==> src/rtl/sqf_pkg.sv <==
package sqf_pkg;

    typedef enum logic [1:0] {
        ST_IDLE,
        ST_REQ,
        ST_BEATS,
        ST_HOLD
    } sqf_state_e;

    localparam int unsigned ENTRY_BYTES  = 64;
    localparam int unsigned ENTRY_SHIFT  = $clog2(ENTRY_BYTES);

    typedef struct packed {
        logic [31:0] nsid;
        logic [15:0] cid;
        logic [7:0]  ctl;
        logic [7:0]  opcode;
    } sqf_cmd_t;

endpackage

==> src/rtl/sqf_doorbell.sv <==
module sqf_doorbell #(
    parameter int unsigned IDX_W = 12,
    parameter int unsigned DB_W  = 16
) (
    input  logic             clk,
    input  logic             rst_n,
    input  logic [IDX_W:0]   qsize,
    input  logic             db_wr,
    input  logic [DB_W-1:0]  db_value,
    output logic [IDX_W-1:0] tail,
    output logic             err
);

    localparam int unsigned PAD_W = DB_W - IDX_W - 1;

    logic in_range;

    always_comb begin
        in_range = (db_value < {{PAD_W{1'b0}}, qsize});
    end

    always_ff @(posedge clk) begin
        if (!rst_n) begin
            tail <= '0;
            err  <= 1'b0;
        end else if (db_wr) begin
            if (in_range) begin
                tail <= db_value[IDX_W-1:0];
            end else begin
                err <= 1'b1;
            end
        end
    end


    err_sticky_chk: assert property (@(posedge clk) disable iff (!rst_n)
        err |=> err);


    tail_keep_chk: assert property (@(posedge clk) disable iff (!rst_n)
        (db_wr && (db_value >= {{PAD_W{1'b0}}, qsize})) |=> $stable(tail) && err);

endmodule

==> src/rtl/sqf_head_ptr.sv <==
module sqf_head_ptr #(
    parameter int unsigned IDX_W = 12
) (
    input  logic             clk,
    input  logic             rst_n,
    input  logic [IDX_W:0]   qsize,
    input  logic             advance,
    output logic [IDX_W-1:0] head
);

    logic [IDX_W:0]   inc;
    logic [IDX_W-1:0] head_nxt;

    always_comb begin
        inc = {1'b0, head} + 1'b1;
        if (inc >= qsize) begin
            head_nxt = '0;
        end else begin
            head_nxt = inc[IDX_W-1:0];
        end
    end

    always_ff @(posedge clk) begin
        if (!rst_n) begin
            head <= '0;
        end else if (advance) begin
            head <= head_nxt;
        end
    end


    head_range_chk: assert property (@(posedge clk) disable iff (!rst_n)
        {1'b0, head} < qsize);


    head_step_chk: assert property (@(posedge clk) disable iff (!rst_n)
        (advance && ({1'b0, head} == qsize - 1'b1)) |=> (head == '0));

endmodule

==> src/rtl/sqf_entry_decode.sv <==
module sqf_entry_decode
    import sqf_pkg::*;
#(
    parameter int unsigned BEAT_W = 64,
    parameter int unsigned BEATS  = ENTRY_BYTES / (BEAT_W / 8)
) (
    input  logic              clk,
    input  logic              rst_n,
    input  logic              armed,
    input  logic              beat_valid,
    input  logic [BEAT_W-1:0] beat_data,
    output logic              last_beat,
    output sqf_cmd_t          fields,
    output logic              ns_none,
    output logic              ns_all
);

    localparam int unsigned CNT_W = (BEATS > 1) ? $clog2(BEATS) : 1;
    localparam logic [CNT_W-1:0] LAST_IDX = CNT_W'(BEATS - 1);

    logic [CNT_W-1:0] cnt;
    logic             take;

    always_comb begin
        take      = armed && beat_valid;
        last_beat = take && (cnt == LAST_IDX);
        ns_none   = (fields.nsid == '0);
        ns_all    = (fields.nsid == '1);
    end

    always_ff @(posedge clk) begin
        if (!rst_n) begin
            cnt <= '0;
        end else if (!armed) begin
            cnt <= '0;
        end else if (take) begin
            cnt <= last_beat ? '0 : cnt + 1'b1;
        end
    end

    always_ff @(posedge clk) begin
        if (!rst_n) begin
            fields <= '0;
        end else if (take && (cnt == '0)) begin
            fields <= sqf_cmd_t'(beat_data[63:0]);
        end
    end


    field_keep_chk: assert property (@(posedge clk) disable iff (!rst_n)
        (take && (cnt != '0)) |=> $stable(fields));

endmodule

==> src/rtl/sq_fetch_engine.sv <==
module sq_fetch_engine
    import sqf_pkg::*;
#(
    parameter int unsigned ADDR_W = 48,
    parameter int unsigned IDX_W  = 12,
    parameter int unsigned DB_W   = 16,
    parameter int unsigned BEAT_W = 64
) (
    input  logic              clk,
    input  logic              rst_n,
    input  logic [ADDR_W-1:0] cfg_base,
    input  logic [IDX_W:0]    cfg_qsize,
    input  logic              db_wr,
    input  logic [DB_W-1:0]   db_value,
    output logic              db_err,
    output logic              rd_req_valid,
    input  logic              rd_req_ready,
    output logic [ADDR_W-1:0] rd_req_addr,
    input  logic              rd_rsp_valid,
    input  logic [BEAT_W-1:0] rd_rsp_data,
    output logic              cmd_valid,
    input  logic              cmd_ready,
    output logic [7:0]        cmd_opcode,
    output logic [7:0]        cmd_ctl,
    output logic [15:0]       cmd_cid,
    output logic [31:0]       cmd_nsid,
    output logic              cmd_ns_none,
    output logic              cmd_ns_all,
    output logic [IDX_W-1:0]  sq_head
);

    localparam int unsigned OFF_PAD = ADDR_W - IDX_W - ENTRY_SHIFT;

    sqf_state_e       state, state_nxt;
    logic [IDX_W-1:0] tail;
    logic             advance;
    logic             last_beat;
    logic             armed;
    sqf_cmd_t         fields;
    logic             ns_none, ns_all;

    sqf_doorbell #(.IDX_W(IDX_W), .DB_W(DB_W)) u_db (
        .clk      (clk),
        .rst_n    (rst_n),
        .qsize    (cfg_qsize),
        .db_wr    (db_wr),
        .db_value (db_value),
        .tail     (tail),
        .err      (db_err)
    );

    sqf_head_ptr #(.IDX_W(IDX_W)) u_head (
        .clk     (clk),
        .rst_n   (rst_n),
        .qsize   (cfg_qsize),
        .advance (advance),
        .head    (sq_head)
    );

    sqf_entry_decode #(.BEAT_W(BEAT_W)) u_dec (
        .clk        (clk),
        .rst_n      (rst_n),
        .armed      (armed),
        .beat_valid (rd_rsp_valid),
        .beat_data  (rd_rsp_data),
        .last_beat  (last_beat),
        .fields     (fields),
        .ns_none    (ns_none),
        .ns_all     (ns_all)
    );

    // state register
    always_ff @(posedge clk) begin
        if (!rst_n) begin
            state <= ST_IDLE;
        end else begin
            state <= state_nxt;
        end
    end

    // transitions
    always_comb begin
        state_nxt = state;
        unique case (state)
            ST_IDLE:  if (sq_head != tail) state_nxt = ST_REQ;
            ST_REQ:   if (rd_req_ready)    state_nxt = ST_BEATS;
            ST_BEATS: if (last_beat)       state_nxt = ST_HOLD;
            ST_HOLD:  if (cmd_ready)       state_nxt = ST_IDLE;
            default:                       state_nxt = ST_IDLE;
        endcase
    end

    // outputs
    always_comb begin
        rd_req_valid = (state == ST_REQ);
        armed        = (state == ST_BEATS);
        cmd_valid    = (state == ST_HOLD);
        advance      = cmd_valid && cmd_ready;
        rd_req_addr  = cfg_base + {{OFF_PAD{1'b0}}, sq_head, {ENTRY_SHIFT{1'b0}}};
        cmd_opcode   = fields.opcode;
        cmd_ctl      = fields.ctl;
        cmd_cid      = fields.cid;
        cmd_nsid     = fields.nsid;
        cmd_ns_none  = ns_none;
        cmd_ns_all   = ns_all;
    end


    req_hold_chk: assert property (@(posedge clk) disable iff (!rst_n)
        (rd_req_valid && !rd_req_ready) |=> (rd_req_valid && $stable(rd_req_addr)));


    one_fetch_chk: assert property (@(posedge clk) disable iff (!rst_n)
        (rd_req_valid && rd_req_ready) |=> !rd_req_valid);


    cmd_hold_chk: assert property (@(posedge clk) disable iff (!rst_n)
        (cmd_valid && !cmd_ready) |=> (cmd_valid && $stable(cmd_opcode) && $stable(cmd_cid)
                                       && $stable(cmd_nsid) && $stable(cmd_ctl)));


    head_move_chk: assert property (@(posedge clk) disable iff (!rst_n)
        !(cmd_valid && cmd_ready) |=> $stable(sq_head));


    idle_empty_chk: assert property (@(posedge clk) disable iff (!rst_n)
        ((state == ST_IDLE) && (sq_head == tail) && !db_wr) |=> !rd_req_valid);

endmodule

==> config.mk <==
export PLATFORM = sky130hd
export DESIGN_NAME = sq_fetch_engine
export DESIGN_NICKNAME = d
export VERILOG_FILES = /design/src/rtl/sqf_pkg.sv /design/src/rtl/sqf_doorbell.sv /design/src/rtl/sqf_head_ptr.sv /design/src/rtl/sqf_entry_decode.sv /design/src/rtl/sq_fetch_engine.sv
export SDC_FILE = /design/constraint.sdc
export NUM_CORES = 1
export LEC_CHECK = 0
export BUFFER_PORTS_ARGS = -buffer_cell sky130_fd_sc_hd__buf_2
export CAP_MARGIN = 20
export CORE_UTILIZATION = 39
export DETAILED_ROUTE_END_ITERATION = 6
export GPL_ROUTABILITY_DRIVEN = 0
export PLACE_DENSITY = 0.71
export SETUP_SLACK_MARGIN = 0.15
export SLEW_MARGIN = 20
export SYNTH_ARGS = -nofsm -noshare
export SYNTH_HDL_FRONTEND = slang
export SYNTH_SLANG_ARGS = --single-unit
==> constraint.sdc <==
create_clock -name clk -period 4.5 [get_ports clk]
set_input_delay 1.125 -clock clk [delete_from_list [all_inputs] [get_ports clk]]
set_output_delay 1.125 -clock clk [all_outputs]
set_load 0.03 [all_outputs]
==> results.json <==
{
  "finalSetupViolCount": 0,
  "regArea_mm2": 0.00188,
  "p_sw_w": 0.000884,
  "clkSlewWorstSetupHoldPaths_ps": 70,
  "cellPowerDensity_mw_per_mm2": 331,
  "syn-num-nets": 931,
  "dieWidth_um": 124,
  "max_stage_delay_ps": 300,
  "fill_cells": 1439,
  "switching_share_pct": 35.2,
  "rr_worst_depth": 10,
  "num_io_pins": 276,
  "cp.required_ps": 3380,
  "highest_layer": "met4",
  "hold_violations": 0,
  "critPathLaunchType": "input port",
  "dr_wl_met3_um": 914,
  "grt_pass1_wl_um": 25400,
  "synth_top_family_by_area": "simple AND/OR/NAND/NOR gates",
  "hold-path-endpoint": "u_dec.fields[28]",
  "ctsHoldBuffers": 0,
  "io_buffers": 263,
  "postRouteAntennaNets": 0,
  "synthAdderAreaFrac_pct": 10.3,
  "cts_sinks": 94,
  "hold_slack_ps": 451,
  "status": "complete, no violations",
  "syn-mean-instance-area_um2": 7.86,
  "finalCriticalPeriod_ps": 4160,
  "overflow": 0,
  "period_share_pct": 92.6,
  "cap_violations": 0,
  "ys_ff_latch": 94,
  "antenna_found_initial": 0,
  "numCtsBuffers": 9,
  "rsz0062_at_grt": "false",
  "yosysWarnings": 0,
  "tritoncts": "done",
  "core_mm2": 0.0145,
  "design.die.area_mm2": 0.0153,
  "fmax_ghz": 0.240,
  "cp.arrival_ps": 3040,
  "drt-met1-wl_um": 7860,
  "relSlewSlack_pct": 42.8,
  "wl_met2_um": 8060,
  "critPathSlowestCell": "nand4b_1",
  "path_depth": 9,
  "worstMarginPinSlew_ps": 859,
  "crit_top_cell": "buf_2",
  "r2r_setup_slack_ps": 1280,
  "final_nets": 1176,
  "n_antenna_cell": 0,
  "grt_max_degree": 68,
  "synth_edf_count": 0,
  "worst_ir_drop_vdd_v": 0.000196,
  "multi_input_area_mm2": 0.00365,
  "crit_family": "buffers and inverters",
  "synthCells": 737,
  "min_from": "u_dec.fields[28]",
  "wl_um": 17100,
  "die_h_um": 124,
  "grtUsageTotal_pct": 21.3,
  "grt_pass1_vias": 5199,
  "yosys.area_share.xor_xnor_pct": 8.47,
  "seqPwrFrac_pct": 37.5,
  "ctsHtreeMaxLevel": 3,
  "hold_depth": 2,
  "report.final.slew_viol_count": 0,
  "clockBufferDepth": 2,
  "post_drt_wl_per_cell_um": 14.6,
  "drive_above_1_share_pct": 30.9,
  "initial_core_util_pct": 39.8,
  "crit_path_cell_trace": "buf_2 -> ha_1 -> a21oi_1 -> nand4b_1 -> a211oi_2 -> buf_4 -> o21ai_0 -> xnor2_1 -> buf_2",
  "post_cts_buffers": 0,
  "num_rows": 44,
  "drc_errors": 0,
  "netlist_area_mm2": 0.00579,
  "drtIter0Drc": 291,
  "criticalPathCategory": "input port to output port",
  "timing.rr.start": "u_head.head[0]",
  "r2r_end": "u_head.head[0]",
  "synth_top_flop_cell": "dfxtp_1",
  "dp_hpwl_um": 13400,
  "post_cts_resized": 1,
  "area_growth_syn_to_layout_pct": 31.1,
  "intPower_w": 0.00163,
  "min_path_type": "register to register",
  "insertion_delay_ps": 350,
  "vias": 5992,
  "muxShareOfSynthArea_pct": 2.44,
  "vias_per_cell": 5.12,
  "end_kind": "output port",
  "p_leak_nw": 3.58,
  "critPathMaxFanout": 15,
  "p_clk_share_pct": 34.2,
  "ys_seq_area_share_pct": 32.5,
  "comb_power_share_pct": 28.3,
  "drt_pass1_iterations": 5,
  "synth-simple-area-share_pct": 24.3,
  "synth_compound_area_share_pct": 17.4,
  "cp_num_buf_inv": 3,
  "synth_cell_types": 51,
  "async_flop_share_pct": 0,
  "tns_ps": 0,
  "finalClockSkew_ps": 8.16,
  "cts-root-buf": "clkbuf_16"
}
-- power by group through the flow --
stage / registers [W] / logic (W) / clock network, W
finish: 0.000942 / 0.000709 / 0.000858
global route: 0.000952 / 0.000780 / 0.000910
CTS: 0.000942 / 0.000711 / 0.000875
detailed placement: 0.000961 / 0.000708 / 0
global placement: 0.000959 / 0.000702 / 0
floorplan: 0.00106 / 0.000378 / 0
-- cells in the mapped netlist, drive strengths merged (2+ instances only) --
master / instances / area (µm²)
nand2: 185 / 694
dfxtp: 94 / 1880
a21oi: 90 / 450
ha: 46 / 576
xnor2: 37 / 324
clkbuf: 28 / 105
inv: 23 / 86.3
xor2: 19 / 166
nor2: 16 / 60.1
a211oi: 15 / 118
nand3: 15 / 75.1
nand4: 15 / 93.8
o21ai: 15 / 75.1
mux2i: 13 / 130
and3: 11 / 68.8
buf: 11 / 73.8
nor2b: 11 / 68.8
nor4: 11 / 81.3
a21o: 10 / 75.1
o2111ai: 8 / 70.1
a22o: 7 / 61.3
or2: 6 / 37.5
and2: 5 / 31.3
nand2b: 5 / 31.3
o221ai: 5 / 43.8
or4: 4 / 30.0
and4: 3 / 26.3
nand3b: 3 / 22.5
nand4b: 3 / 26.3
nor3: 3 / 15.0
o31ai: 3 / 27.5
a31oi: 2 / 12.5
o211ai: 2 / 15.0
o21a: 2 / 15.0
or3: 2 / 12.5
-- state kept, by name, summed over array words and instances, names as in the netlist --
name / count
u_dec.fields: 64
u_db.tail: 12
u_head.head: 12
u_dec.cnt: 3
state: 2
u_db.err: 1
-- routing by layer --
metal / vias up / track usage (%)
li1: 3069 / -
met1: 2709 / 27.7
met2: 196 / 35.4
met3: 18 / 3.94
met4: 0 / 7.08
met5: - / 0
-- cell type report --
cell class / count / area share [%]
Clock buffer: 9 / 2.97
Clock inverter: 7 / 1.43
Inverter: 23 / 1.14
Multi-Input combinational cell: 581 / 48.1
Sequential cell: 94 / 24.8
Tap cell: 184 / 3.03
Timing Repair Buffer: 273 / 18.5
-- kinds of logic after synthesis --
logic type / Yosys count
AND/OR/NAND/NOR: 300
XOR/XNOR: 56
buffers and inverters: 62
adder cells (fa/ha/maj): 47
flip-flops: 94
multiplexers: 14
AO/OA/AOI/OAI: 164
-- metrics by stage --
stage          instances  setup slack [ps]  total power, W  area, µm²  utilization, %
4_1_cts             1171               198         0.00253       7590            52.2
5_1_grt             1171               160         0.00264       7590            52.2
2_1_floorplan        737               176         0.00143       5790               -
3_5_place_dp        1155               138         0.00167       7250            49.9
3_3_place_gp        1155               142         0.00166       7250            49.9
6_report            1171               335         0.00251       7590            52.2
-- how the worst max path moves through the flow --
stage | to | from | slack (ps)
2_1_floorplan | rd_req_addr[38] | cfg_base[6] | 180
3_3_place_gp | rd_req_addr[24] | cfg_base[6] | 140
3_5_place_dp | rd_req_addr[24] | cfg_base[6] | 140
4_1_cts | rd_req_addr[24] | cfg_base[6] | 200
5_1_grt | rd_req_addr[25] | cfg_base[7] | 160
6_report | rd_req_addr[25] | cfg_base[7] | 340
-- worst min-delay path: stages (launching register included) --
cell and delay (ps):
dfxtp_1 310, nand2_1 50, a21oi_1 50
-- placed cells by master (no fill, tap or decap), types with 3 or more instances in the layout --
cell / netlist / layout
a211oi_1: 14 / 13
a21o_1: 10 / 10
a21oi_1: 90 / 90
a22o_1: 7 / 7
and2_1: 5 / 5
and3_1: 11 / 11
and4_1: 3 / 3
buf_2: 2 / 262
buf_4: 6 / 9
clkbuf_16: 0 / 9
dfxtp_1: 94 / 94
ha_1: 46 / 46
inv_1: 23 / 22
inv_6: 0 / 3
mux2i_1: 13 / 13
nand2_1: 185 / 185
nand2b_1: 5 / 5
nand3_1: 15 / 15
nand3b_1: 3 / 3
nand4_1: 15 / 15
nand4b_1: 3 / 3
nor2_1: 16 / 16
nor2b_1: 11 / 11
nor3_1: 3 / 3
nor4_1: 9 / 9
o2111ai_1: 8 / 8
o21ai_0: 14 / 13
o221ai_1: 5 / 5
or2_2: 6 / 6
or4_1: 4 / 4
xnor2_1: 37 / 37
xor2_1: 19 / 19
(Power assumes the default switching activity.)
